[src/rtl/fflt_pkg.sv]
package fflt_pkg;

  localparam int unsigned DEF_CLK_MHZ  = 100;
  localparam int unsigned DEF_BLANK_US = 200;

  function automatic int unsigned blank_cycles(int unsigned clk_mhz, int unsigned win_us);
    return clk_mhz * win_us;
  endfunction

  // synchronized detector set of one channel
  typedef struct packed {
    logic open;
    logic shrt;
    logic ovc;
    logic ot;
  } det_t;

endpackage

[src/rtl/fflt_sync.sv]
module fflt_sync #(
  parameter int unsigned WIDTH  = 32,
  parameter int unsigned STAGES = 2
) (
  input  logic             clk_i,
  input  logic             rst_ni,
  input  logic [WIDTH-1:0] d_i,
  output logic [WIDTH-1:0] q_o
);

  localparam int unsigned NST = (STAGES < 1) ? 1 : STAGES;

  logic [WIDTH-1:0] stg_q [NST];

  always_ff @(posedge clk_i or negedge rst_ni) begin
    if (!rst_ni) begin
      for (int k = 0; k < NST; k++) stg_q[k] <= '0;
    end else begin
      stg_q[0] <= d_i;
      for (int k = 1; k < NST; k++) stg_q[k] <= stg_q[k-1];
    end
  end

  assign q_o = stg_q[NST-1];

endmodule

[src/rtl/fflt_blank_timer.sv]
module fflt_blank_timer #(
  parameter int unsigned CYCLES = 20000
) (
  input  logic clk_i,
  input  logic rst_ni,
  input  logic update_i,
  output logic blank_o
);

  localparam int unsigned CW = $clog2(CYCLES + 1);
  localparam logic [CW-1:0] LOAD = CW'(CYCLES);

  logic [CW-1:0] cnt_q;

  always_ff @(posedge clk_i or negedge rst_ni) begin
    if (!rst_ni)              cnt_q <= '0;
    else if (update_i)        cnt_q <= LOAD;
    else if (cnt_q != '0)     cnt_q <= cnt_q - CW'(1);
  end

  // window covers the update cycle itself
  assign blank_o = update_i | (cnt_q != '0);

  p_reload_r3: assert property (@(posedge clk_i) disable iff (!rst_ni)
    update_i |=> (cnt_q == LOAD));

  p_count_down_r2: assert property (@(posedge clk_i) disable iff (!rst_ni)
    (!update_i && cnt_q != '0) |=> (cnt_q == $past(cnt_q) - CW'(1)));

  p_idle_r2: assert property (@(posedge clk_i) disable iff (!rst_ni)
    (!update_i && cnt_q == '0) |=> (cnt_q == '0));

  p_bound_r2: assert property (@(posedge clk_i) disable iff (!rst_ni)
    cnt_q <= LOAD);

endmodule

[src/rtl/fflt_chan.sv]
module fflt_chan
  import fflt_pkg::*;
(
  input  logic clk_i,
  input  logic rst_ni,
  input  det_t det_i,
  input  logic cmd_on_i,
  input  logic ol_en_i,
  input  logic blank_i,
  input  logic capture_i,
  output logic fault_o
);

  logic hit, qual, fault_q;

  // open-load counts only when off with sense current on
  assign hit  = (~cmd_on_i & det_i.open & ol_en_i)
              | (~cmd_on_i & det_i.shrt)
              | det_i.ovc
              | det_i.ot;
  assign qual = hit & ~blank_i;

  always_ff @(posedge clk_i or negedge rst_ni) begin
    if (!rst_ni)        fault_q <= 1'b0;
    else if (capture_i) fault_q <= qual;
    else                fault_q <= fault_q | qual;
  end

  assign fault_o = fault_q;

  p_hold_in_blank_r2: assert property (@(posedge clk_i) disable iff (!rst_ni)
    (blank_i && !capture_i) |=> (fault_q == $past(fault_q)));

  p_sticky_r8: assert property (@(posedge clk_i) disable iff (!rst_ni)
    (!capture_i && fault_q) |=> fault_q);

  p_ol_gate_r4: assert property (@(posedge clk_i) disable iff (!rst_ni)
    (capture_i && !cmd_on_i && !ol_en_i && !det_i.shrt && !det_i.ovc && !det_i.ot) |=> !fault_q);

  p_on_open_r5: assert property (@(posedge clk_i) disable iff (!rst_ni)
    (capture_i && cmd_on_i && !det_i.ovc && !det_i.ot) |=> !fault_q);

  p_ot_set_r7: assert property (@(posedge clk_i) disable iff (!rst_ni)
    (det_i.ot && !blank_i) |=> fault_q);

  p_capture_keep_r9: assert property (@(posedge clk_i) disable iff (!rst_ni)
    (capture_i && det_i.ovc && !blank_i) |=> fault_q);

endmodule

[src/rtl/fault_filter_latch.sv]
module fault_filter_latch
  import fflt_pkg::*;
#(
  parameter int unsigned N_CH         = 8,
  parameter int unsigned BLANK_CYCLES = blank_cycles(DEF_CLK_MHZ, DEF_BLANK_US),
  parameter int unsigned SYNC_STAGES  = 2
) (
  input  logic            clk_i,
  input  logic            rst_ni,
  input  logic            cmd_update_i,
  input  logic            capture_i,
  input  logic [N_CH-1:0] cmd_on_i,
  input  logic [N_CH-1:0] ol_en_i,
  input  logic [N_CH-1:0] open_raw_i,
  input  logic [N_CH-1:0] short_raw_i,
  input  logic [N_CH-1:0] ovc_raw_i,
  input  logic [N_CH-1:0] ot_raw_i,
  output logic [N_CH-1:0] fault_o,
  output logic            blank_o
);

  localparam int unsigned SW = 4 * N_CH;

  logic [SW-1:0]   raw_s;
  logic [N_CH-1:0] open_s, short_s, ovc_s, ot_s;
  logic            blank;

  fflt_sync #(.WIDTH(SW), .STAGES(SYNC_STAGES)) u_sync (
    .clk_i  (clk_i),
    .rst_ni (rst_ni),
    .d_i    ({open_raw_i, short_raw_i, ovc_raw_i, ot_raw_i}),
    .q_o    (raw_s)
  );

  assign {open_s, short_s, ovc_s, ot_s} = raw_s;

  fflt_blank_timer #(.CYCLES(BLANK_CYCLES)) u_blank (
    .clk_i    (clk_i),
    .rst_ni   (rst_ni),
    .update_i (cmd_update_i),
    .blank_o  (blank)
  );

  for (genvar g = 0; g < N_CH; g++) begin : g_ch
    det_t det;
    assign det = '{open: open_s[g], shrt: short_s[g], ovc: ovc_s[g], ot: ot_s[g]};

    fflt_chan u_chan (
      .clk_i     (clk_i),
      .rst_ni    (rst_ni),
      .det_i     (det),
      .cmd_on_i  (cmd_on_i[g]),
      .ol_en_i   (ol_en_i[g]),
      .blank_i   (blank),
      .capture_i (capture_i),
      .fault_o   (fault_o[g])
    );
  end

  assign blank_o = blank;

  p_no_rise_in_blank_r2: assert property (@(posedge clk_i) disable iff (!rst_ni)
    (blank_o && !capture_i) |=> ((fault_o & ~$past(fault_o)) == '0));

  p_no_drop_r8: assert property (@(posedge clk_i) disable iff (!rst_ni)
    !capture_i |=> (($past(fault_o) & ~fault_o) == '0));

  p_capture_blank_r9: assert property (@(posedge clk_i) disable iff (!rst_ni)
    (capture_i && blank_o) |=> (fault_o == '0));

  p_update_blank_r2: assert property (@(posedge clk_i) disable iff (!rst_ni)
    cmd_update_i |-> blank_o);

endmodule

[config.mk]
export PLATFORM = sky130hd
export DESIGN_NAME = fault_filter_latch
export DESIGN_NICKNAME = d
export VERILOG_FILES = /design/src/rtl/fflt_pkg.sv /design/src/rtl/fflt_sync.sv /design/src/rtl/fflt_blank_timer.sv /design/src/rtl/fflt_chan.sv /design/src/rtl/fault_filter_latch.sv
export SDC_FILE = /design/constraint.sdc
export NUM_CORES = 1
export LEC_CHECK = 0
export BUFFER_PORTS_ARGS = -buffer_cell sky130_fd_sc_hd__buf_2
export CORE_MARGIN = 10
export CORE_UTILIZATION = 53
export CTS_CLUSTER_DIAMETER = 100
export DETAILED_ROUTE_END_ITERATION = 8
export HOLD_SLACK_MARGIN = 0.15
export PLACE_DENSITY = 0.89
export SLEW_MARGIN = 20
export SYNTH_ARGS = -nofsm -noshare
export SYNTH_HDL_FRONTEND = slang
export SYNTH_SLANG_ARGS = --single-unit
[constraint.sdc]
create_clock -name clk_i -period 2.5 [get_ports clk_i]
set_input_delay 0.5 -clock clk_i [delete_from_list [all_inputs] [get_ports clk_i]]
set_output_delay 0.5 -clock clk_i [all_outputs]
set_load 0.05 [all_outputs]
Word level (Yosys, flattened, before mapping). Cells that the tools add are included.

Register bits after elaboration: 87. Input port bits: 52. Output and inout bits: 9. Logic and storage cells: 98.

$add $sub $neg: 1. Muxes and demuxes: 10. Bitwise gates (word level): 74. Reduce and logical (&&, ||, !) cells: 2.

Operator list (count): bitwise OR 1 bit (33); AND 1 bit (32); two-way mux 15 bit (2); nonzero test 15 bit (1); subtractor 15 x 1 -> 15 bit (second input constant) (1); inverter 1 bit (9); two-way mux 1 bit (8); nonzero test 2 bit (1).

Longest topological paths before layout. Gate-level depths: netlist (run 1).

Depth in word-level cells: 9. Gate-level depth with buffers: 7. Gate-level depth less buffers: 7.

Modules after synthesis. A second synthesis (run 1) with hierarchy kept.

Cells, all modules: 221. Area total of the unflattened synthesis: 3098.0 µm².

Modules (own cells, without submodules): fflt_sync (times used 1, cells each 96, area an instance 1841.8 µm², seq. area each 1601.5 µm²); fflt_blank_timer (times used 1, cells each 85, area an instance 835.8 µm², seq. area each 375.4 µm²); fflt_chan (times used 8, cells each 5, area an instance 52.6 µm², seq. area each 25.0 µm²).

Least setup slack after synthesis (run 1). OpenSTA, ideal clock, no wires.

Path kind: reg-to-output. Start: register u_blank.cnt_q[0]. End: output port blank_o. Arrival time: 1.446 ns. Required time: 2.000 ns. Slack: 0.554 ns. Cell stages (with the launch flop): 7. Buffers on the path: 1. Path through: dfrtp_1 > inv_1 > ha_1 > nor3b_1 > and4_1 > inv_1 > buf_2.

Cells in the longest elaborated chain, start to end: 2.

Ends and longest elaborated chain: start, declared (RTL line fflt_blank_timer.sv:13) `logic [CW-1:0] cnt_q;`; start signal, assigned (RTL line fflt_blank_timer.sv:18) `else if (cnt_q != '0) cnt_q <= cnt_q - CW'(1);`; nonzero test 15 bit (RTL line fflt_blank_timer.sv:22) `assign blank_o = update_i | (cnt_q != '0);`; bitwise OR 1 bit (RTL line fflt_blank_timer.sv:22); end, declared (RTL line fault_filter_latch.sv:19) `output logic blank_o`.

Every way passes these cells.

Worst setup path in the final report (run 1). Same ends and word-level chain as after synthesis.

==> flow_metrics.tcl, run 1 <==
set metrics [dict create \
    diodes 0 \
    maxCapViolations 0 \
    final_core_util 0.668 \
    clock_path_buffers 2 \
    hold_path.class "in2async" \
    placed_cells 326 \
    cellLeakagePower_nw 1.59 \
    hold_slack_ns 0.177 \
    synth-edff-count 0 \
    ios 61 \
    syn_area_per_cell_um2 14.0 \
    crit_end "blank_o" \
    synthSimpleGateAreaFrac 0.118 \
    dpl_worst_slack_ns 0.446 \
    htree_levels 3 \
    clk_pin_slew_ns 0.09 \
    end_kind "output pin" \
    via_count 1739 \
    rr_worst_depth 6 \
    cp_max_fo 6 \
    cp_num_buf_inv 3 \
    synth.distinct_cells 31 \
    cpPeakStageDelay_ns 0.41 \
    synthesis.instances 205 \
    finalNonFillerCells 342 \
    cp.required_ns 2.00 \
    relSlewSlack 0.578 \
    wl_um 5410 \
    finClkSkew_ns 0.00727 \
    crit_arrival_ns 1.90 \
    synth_top_area_cell "dfrtp_1" \
    setup_viol_count_final 0 \
    clock_latency_ns 0.34 \
    yosys_warnings 0 \
    cts_sinks 87 \
    firstDrtPassIters 4 \
    grt_pass1_vias 1871 \
    async_flop_share 1.00 \
    initial_utilization 0.555 \
    vias_per_cell 5.08 \
    synth_compound_area_frac 0.0698 \
    grt_overflow 0 \
    die_height_um 93.6 \
    critPathKind "reg2out" \
    layout_common_cells "dfrtp_1, buf_2, a21oi_1" \
    synth_seq_cells 87 \
    max_clock_freq_ghz 0.417 \
    yosysSeqAreaShare 0.759 \
    drcViolationCount 0 \
    antenna_found_initial 0 \
    synth-adder-area-share 0.00436 \
    dp_hpwl_um 3670 \
    synth_top_area_share 0.759 \
    synth_area_um2 2870 \
    cp-startpoint "u_blank.cnt_q[0]" \
    gp_congestion 0.901 \
    grt_pass1_wl_um 8960 \
    layout-drive-gt1-share 0.324 \
    drtIter0Drc 115 \
    cp_top_family "simple AND/OR/NAND/NOR gates" \
    cp_cell_sequence "inv_1, ha_1, nor3b_2, and4_2, inv_1, buf_2" \
    outcome "completed" \
    port_buffers 60 \
    row_count 26 \
    setup_ws_ns 0.0991 \
    routedWlPerCell_um 15.8 \
    synth_mux_area_frac 0.00349 \
    r2r_start "u_blank.cnt_q[0]" \
    dieArea_um2 8760 \
    track_usage 0.132 \
    critPathLaunchType "register" \
    p_per_area_nw_per_um2 805 \
    r2r-end "u_blank.cnt_q[11]" \
    crit_top_cell "inv_1" \
    core_um2 5170 \
    synth_top_family_by_area "simple AND/OR/NAND/NOR gates" \
    synthFlopType "dfrtp_1" \
    hold_viol_final 0 \
    r2r_slack_ns 0.46 \
    post-route-period-util 0.960 \
    synth-xor-area-share 0.00305 \
    crit_slowest_cell "dfrtp_1" \
    peakVddDrop_uv 782 \
    fillers 361 \
    post_cts_buffers 0 \
    drv_slew 0 \
    layout.nets 320 \
    grt_max_degree 53 \
    syn_nets 258 \
    clock-root-buffer "clkbuf_8" \
    worst_pin_slew_ns 0.633 \
    crit_cells 6 \
    cts_tree "built" \
    period_minus_slack_ns 2.40 \
    ant_nets 0 \
    die_x_um 93.6 \
    synthTopCellsByArea "dfrtp_1, a21oi_1, nor3_1" \
    setup_tns_ns 0 \
    area_growth_syn_to_layout_pct 20.5 \
    cts_buffers 9 \
    final_common_cell "dfrtp_1" \
]
stage by stage:
| stage | cell area, µm² | power (mW) |
|---|---|---|
| 2_1_floorplan | 2870 | 1.62 |
| 3_3_place_gp | 3210 | 1.70 |
| 3_5_place_dp | 3210 | 1.72 |
| 4_1_cts | 3440 | 2.81 |
| 5_1_grt | 3460 | 2.92 |
| 6_report | 3460 | 2.78 |
layout make-up:
class,instances,area [µm²],share of cell area
repair buffers,62,330,0.0955
multi-input cells,94,586,0.169
inverters,13,48.8,0.0141
flip-flops and latches,87,2180,0.630
clock buffers,10,138,0.0398
clock inverters,6,90.1,0.0261
well taps,70,87.6,0.0253
cells by family (layout without fill, tap and decap cells):
kind of cell,after synthesis,count (layout)
buffers and inverters,24,91
AOI/OAI and AO/OA,35,35
and+or+nand+nor,56,56
xor gates and xnor gates,1,1
muxes,1,1
adders and majority gates,1,1
DFF,87,87
routing by layer:
metal | routed length, µm | vias up | track usage
met5 | 0 | - | 0
li1 | - | 819 | -
met2 | 2860 | 50 | 0.214
met1 | 2130 | 866 | 0.152
met3 | 387 | 4 | 0.0584
met4 | 26 | 0 | 0.0506
power breakdown:
group,internal [mW],total (mW),switching (mW)
sequential,1.48,1.52,0.0460
clock,0.595,1.09,0.490
combinational,0.0788,0.174,0.0949
synth_stat cells (all sizes together), types with 4 or more instances:
master,number
nand2,5
inv,13
nor4,6
nor2,10
a21oi,14
or4,4
o22ai,8
o21ai,7
o31ai,4
nor3,14
buf,10
dfrtp,87
or3,5
timing repair:
item | in CTS | in global routing
resized for setup | 0 | 3
endpoints found under the setup margin | 0 | 1
hold buffers | 0 | 0
endpoints found under the hold margin | 0 | 0
sequential cells by signal (all words and copies together), names as in the netlist:
name,cells
u_blank.cnt_q,15
g_ch.u_chan.fault_o,8
u_sync.q_o,32
u_sync.stg_q,32
how the worst min path moves through the flow:
| stage | start | end | slack [ns] | cells past startpoint |
|---|---|---|---|---|
| 6_report | rst_ni | u_sync.q_o[23] | 0.18 | 1 |
| 5_1_grt | rst_ni | u_sync.stg_q[55] | 0.21 | 1 |
| 4_1_cts | rst_ni | u_sync.q_o[31] | 0.18 | 1 |
| 3_5_place_dp | u_sync.stg_q[44] | u_sync.q_o[12] | 0.33 | 0 |
| 3_3_place_gp | u_sync.stg_q[47] | u_sync.q_o[15] | 0.33 | 0 |
| 2_1_floorplan | rst_ni | g_ch[0].u_chan.fault_o | 0.20 | 0 |
Note: power is estimated with default switching activity, not from simulation.
==> inputs of run 2 (changes only) <==
MAX_ROUTING_LAYER = met4   (was not set)
REMOVE_ABC_BUFFERS = 1   (was not set)
==> flow_metrics.tcl, run 2 (synthesized netlist as in run 1, its figures left out) <==
set metrics [dict create \
    outcome "completed" \
    period_minus_slack_ns 2.37 \
    cts_tree "built" \
    port_buffers 60 \
    vias_per_cell 5.08 \
    p_seq_frac 0.578 \
    cpPeakStageDelay_ns 0.45 \
    peakVddDrop_uv 520 \
    die_x_um 93.6 \
    post-route-period-util 0.948 \
    power.internal_mw 2.05 \
    row_count 26 \
    crit_slowest_cell "nor4_2" \
    rsz0062_at_grt "no" \
    via_count 1731 \
    use_met3 0.0512 \
    clock-root-buffer "clkbuf_8" \
    cp_max_fo 6 \
    rr_worst_depth 6 \
    firstDrtPassIters 4 \
    cp.required_ns 2.00 \
    cts_sinks 87 \
    max_clock_freq_ghz 0.422 \
    final_common_cell "dfrtp_1" \
    layout-drive-gt1-share 0.314 \
    critPathKind "reg2out" \
    maxCapViolations 0 \
    end_kind "output pin" \
    drcViolationCount 0 \
    grt_util_met2 0.213 \
    final_core_util 0.658 \
    initial_utilization 0.555 \
    core_um2 5170 \
    power.switching_uw 585 \
    wl_um 4990 \
    finClkSkew_ns 0.0154 \
    relSlewSlack 0.524 \
    critPathLaunchType "register" \
    setup_viol_count_final 0 \
    setup_tns_ns 0 \
    holdBufCountCts 0 \
    drtIter0Drc 78 \
    grt_max_degree 88 \
    grt_pass1_wl_um 8560 \
    antenna_found_initial 0 \
    grt_overflow 0 \
    cp_cell_sequence "nor4_2, and4_2, inv_1, buf_2" \
    hold_path.class "in2async" \
    cts_buffers 9 \
    ff_latch_area_um2 2180 \
    htree_levels 3 \
    crit_arrival_ns 1.87 \
    grtUsageMet1 0.138 \
    r2r_slack_ns 0.49 \
    ant_nets 0 \
    swShare 0.222 \
    track_usage 0.129 \
    clock_latency_ns 0.35 \
    die_height_um 93.6 \
    ios 61 \
    hold_viol_final 0 \
    diodes 0 \
    dp_hpwl_um 3650 \
    p_total_mw 2.63 \
    cellLeakagePower_nw 1.57 \
    dieArea_um2 8760 \
    r2r_start "u_blank.cnt_q[0]" \
    drv_slew 0 \
    grt_pass1_vias 1894 \
    routedWlPerCell_um 14.6 \
    layout.nets 319 \
    cp-startpoint "u_blank.cnt_q[4]" \
    area_growth_syn_to_layout_pct 18.6 \
    p_per_area_nw_per_um2 773 \
    p_clk_frac 0.360 \
    gp_congestion 0.857 \
    clock_path_buffers 2 \
    top_usage_layer "met2" \
    clk_pin_slew_ns 0.09 \
    layout_common_cells "dfrtp_1, buf_2, a21oi_1" \
    r2r-end "u_blank.cnt_q[11]" \
    fillers 371 \
    worst_pin_slew_ns 0.715 \
    combPwrFrac 0.062 \
    multi_input_area_um2 577 \
]
run 2: per-stage QoR:
stage,hold slack (ns),setup WS [ns],std cells,area (µm²)
6_report,0.188,0.131,341,3400
5_1_grt,0.231,0.0000744,341,3400
4_1_cts,0.235,0.0636,341,3390
3_5_place_dp,0.336,0.433,325,3190
3_3_place_gp,0.331,0.496,325,3190
2_1_floorplan,0.204,0.513,194,2800
run 2: what timing repair did:
action,in CTS,in global routing
endpoints found under the setup margin,0,1
resized for setup,0,2
buffers inserted,0,0
run 2: worst max path at each step:
stage	endpoint	slack, ns	depth (start not counted)
detailed placement	u_blank.cnt_q[11]	0.43	5
global placement	blank_o	0.50	5
floorplan	blank_o	0.51	5
finish	blank_o	0.13	4
CTS	blank_o	0.06	6
global route	blank_o	0.00007	6
run 2: routing by layer:
metal,wire length [µm],part of all wire,up-vias
li1,-,-,820
met3,337,0.067,6
met4,51,0.010,0
met1,2040,0.41,850
met2,2570,0.51,55
met5,0,0,-
run 2: final cells by class:
type                    instances  share of cell area
well taps                      70              0.0257
repair buffers                 61              0.0923
multi-input cells              94               0.170
inverters                      13              0.0143
clock buffers                  12              0.0427
clock inverters                 4              0.0154
flip-flops and latches         87               0.640
run 2: worst max-delay path: cells and delay by family (launching register included):
family	cells	cell delay, ns
AND/OR/NAND/NOR	2	0.80
flip-flops	1	0.44
buffers and inverters	2	0.28
run 2: power by group through the flow:
| stage | Clock, mW | Sequential, mW | Combinational, mW |
|---|---|---|---|
| after CTS | 0.969 | 1.52 | 0.166 |
| after detailed placement | 0 | 1.55 | 0.165 |
| final | 0.946 | 1.52 | 0.164 |
| after global placement | 0 | 1.54 | 0.156 |
| after global routing | 1.04 | 1.53 | 0.189 |
| after floorplan | 0 | 1.54 | 0.0780 |
==> inputs of run 3 (changes only) <==
SETUP_SLACK_MARGIN = 0.4   (was not set)
==> flow_metrics.tcl, run 3 (synthesized netlist as in run 1, its figures left out) <==
set metrics [dict create \
    die_height_um 93.6 \
    hold_viol_final 0 \
    grt_max_degree 88 \
    cp.required_ns 2.00 \
    relSlewSlack 0.524 \
    critPathLaunchType "register" \
    finClkSkew_ns 0.0111 \
    cts_tree "built" \
    area_growth_syn_to_layout_pct 23.9 \
    setup_viol_count_final 0 \
    drtIter0Drc 101 \
    antenna_found_initial 0 \
    cts_buffers 9 \
    routedWlPerCell_um 15.3 \
    drv_slew 0 \
    final_common_cell "dfrtp_1" \
    outcome "completed" \
    grt_pass1_wl_um 8870 \
    fillers 351 \
    r2r_start "u_blank.cnt_q[0]" \
    dpl_worst_slack_ns 0.433 \
    setup_tns_ns 0 \
    row_count 26 \
    grt_pass1_vias 1962 \
    firstDrtPassIters 4 \
    setup_ws_ns 0.360 \
    worst_pin_slew_ns 0.714 \
    placed_area_um2 3190 \
    cp-startpoint "u_blank.cnt_q[0]" \
    final_area_um2 3550 \
    dieArea_um2 8760 \
    htree_levels 3 \
    cellLeakagePower_nw 1.63 \
    critPathKind "reg2out" \
    layout.nets 331 \
    port_buffers 60 \
    hold_path.class "in2async" \
    grt_overflow 0 \
    clock-root-buffer "clkbuf_8" \
    peakVddDrop_uv 524 \
    vias_per_cell 5.12 \
    clk_pin_slew_ns 0.08 \
    rsz0062_at_grt "yes" \
    end_kind "output pin" \
    finalNonFillerCells 353 \
    track_usage 0.133 \
    clock_path_buffers 2 \
    layout_common_cells "dfrtp_1, buf_2, a21oi_1" \
    max_clock_freq_ghz 0.467 \
    placed_cells 325 \
    ant_nets 0 \
    via_count 1808 \
    ios 61 \
    drcViolationCount 0 \
    p_total_mw 2.69 \
    post-route-period-util 0.856 \
    cp_max_fo 6 \
    wl_um 5390 \
    die_x_um 93.6 \
    clock_latency_ns 0.35 \
    holdBufCountCts 0 \
    diodes 0 \
    initial_utilization 0.555 \
    core_um2 5170 \
    p_per_area_nw_per_um2 757 \
    dp_hpwl_um 3650 \
    maxCapViolations 0 \
    crit_arrival_ns 1.64 \
    layout-drive-gt1-share 0.378 \
    cts_sinks 87 \
    gp_congestion 0.857 \
    period_minus_slack_ns 2.14 \
]
[run 3: cell type report]
| class | count | area [µm²] | share of cell area |
|---|---|---|---|
| clock buffer | 12 | 145 | 0.0408 |
| clock inverter | 4 | 52.6 | 0.0148 |
| inverter | 13 | 48.8 | 0.0137 |
| multi-input combinational | 94 | 627 | 0.176 |
| sequential | 87 | 2180 | 0.614 |
| tap | 70 | 87.6 | 0.0246 |
| timing repair buffer | 73 | 410 | 0.115 |
[run 3: timing repair]
action | CTS | global route
pin swaps | 2 | 3
gates cloned | 0 | 0
gates resized for setup | 11 | 8
setup buffers | 5 | 7
endpoints found under the setup margin | 1 | 2
[run 3: worst paths after layout]
| kind | endpoint | slack (ns) | cells after the start |
|---|---|---|---|
| setup / recovery | blank_o | 0.36 | 6 |
| hold / removal | u_sync.stg_q[56] | 0.19 | 1 |
| setup reg to reg | u_blank.cnt_q[11] | 0.44 | 7 |
| hold reg to reg | u_sync.q_o[4] | 0.35 | 0 |
| max in group asynchronous | u_blank.cnt_q[5] | 1.80 | 1 |
| min in group clk_i | u_sync.stg_q[62] | 0.25 | 1 |
[run 3: critical path, stage by stage, from the launching register on]
cell	delay, ns
dfrtp_1	0.40
inv_2	0.09
ha_4	0.13
nor3b_4	0.19
and4_4	0.28
inv_2	0.05
buf_6	0.14
[run 3: stage by stage]
step / hold WS, ns / utilization
after detailed placement: 0.336 / 0.618
after floorplan: 0.204 / -
final: 0.186 / 0.687
after global routing: 0.228 / 0.687
after global placement: 0.331 / 0.618
after CTS: 0.235 / 0.671
[run 3: where the power goes]
| group | internal [mW] | leakage [nW] | switching, mW |
|---|---|---|---|
| clock | 0.494 | 0.101 | 0.454 |
| combinational | 0.108 | 0.498 | 0.107 |
| sequential | 1.48 | 1.03 | 0.0468 |
| total | 2.08 | 1.63 | 0.609 |
[run 3: metal layers]
| layer | wire length [µm] | vias to the layer above | track usage |
|---|---|---|---|
| met1 | 2180 | 899 | 0.139 |
| met2 | 2860 | 53 | 0.227 |
| met3 | 314 | 5 | 0.0512 |
| met4 | 37 | 0 | 0.0456 |
| li1 | - | 851 | - |
| met5 | 0 | - | - |
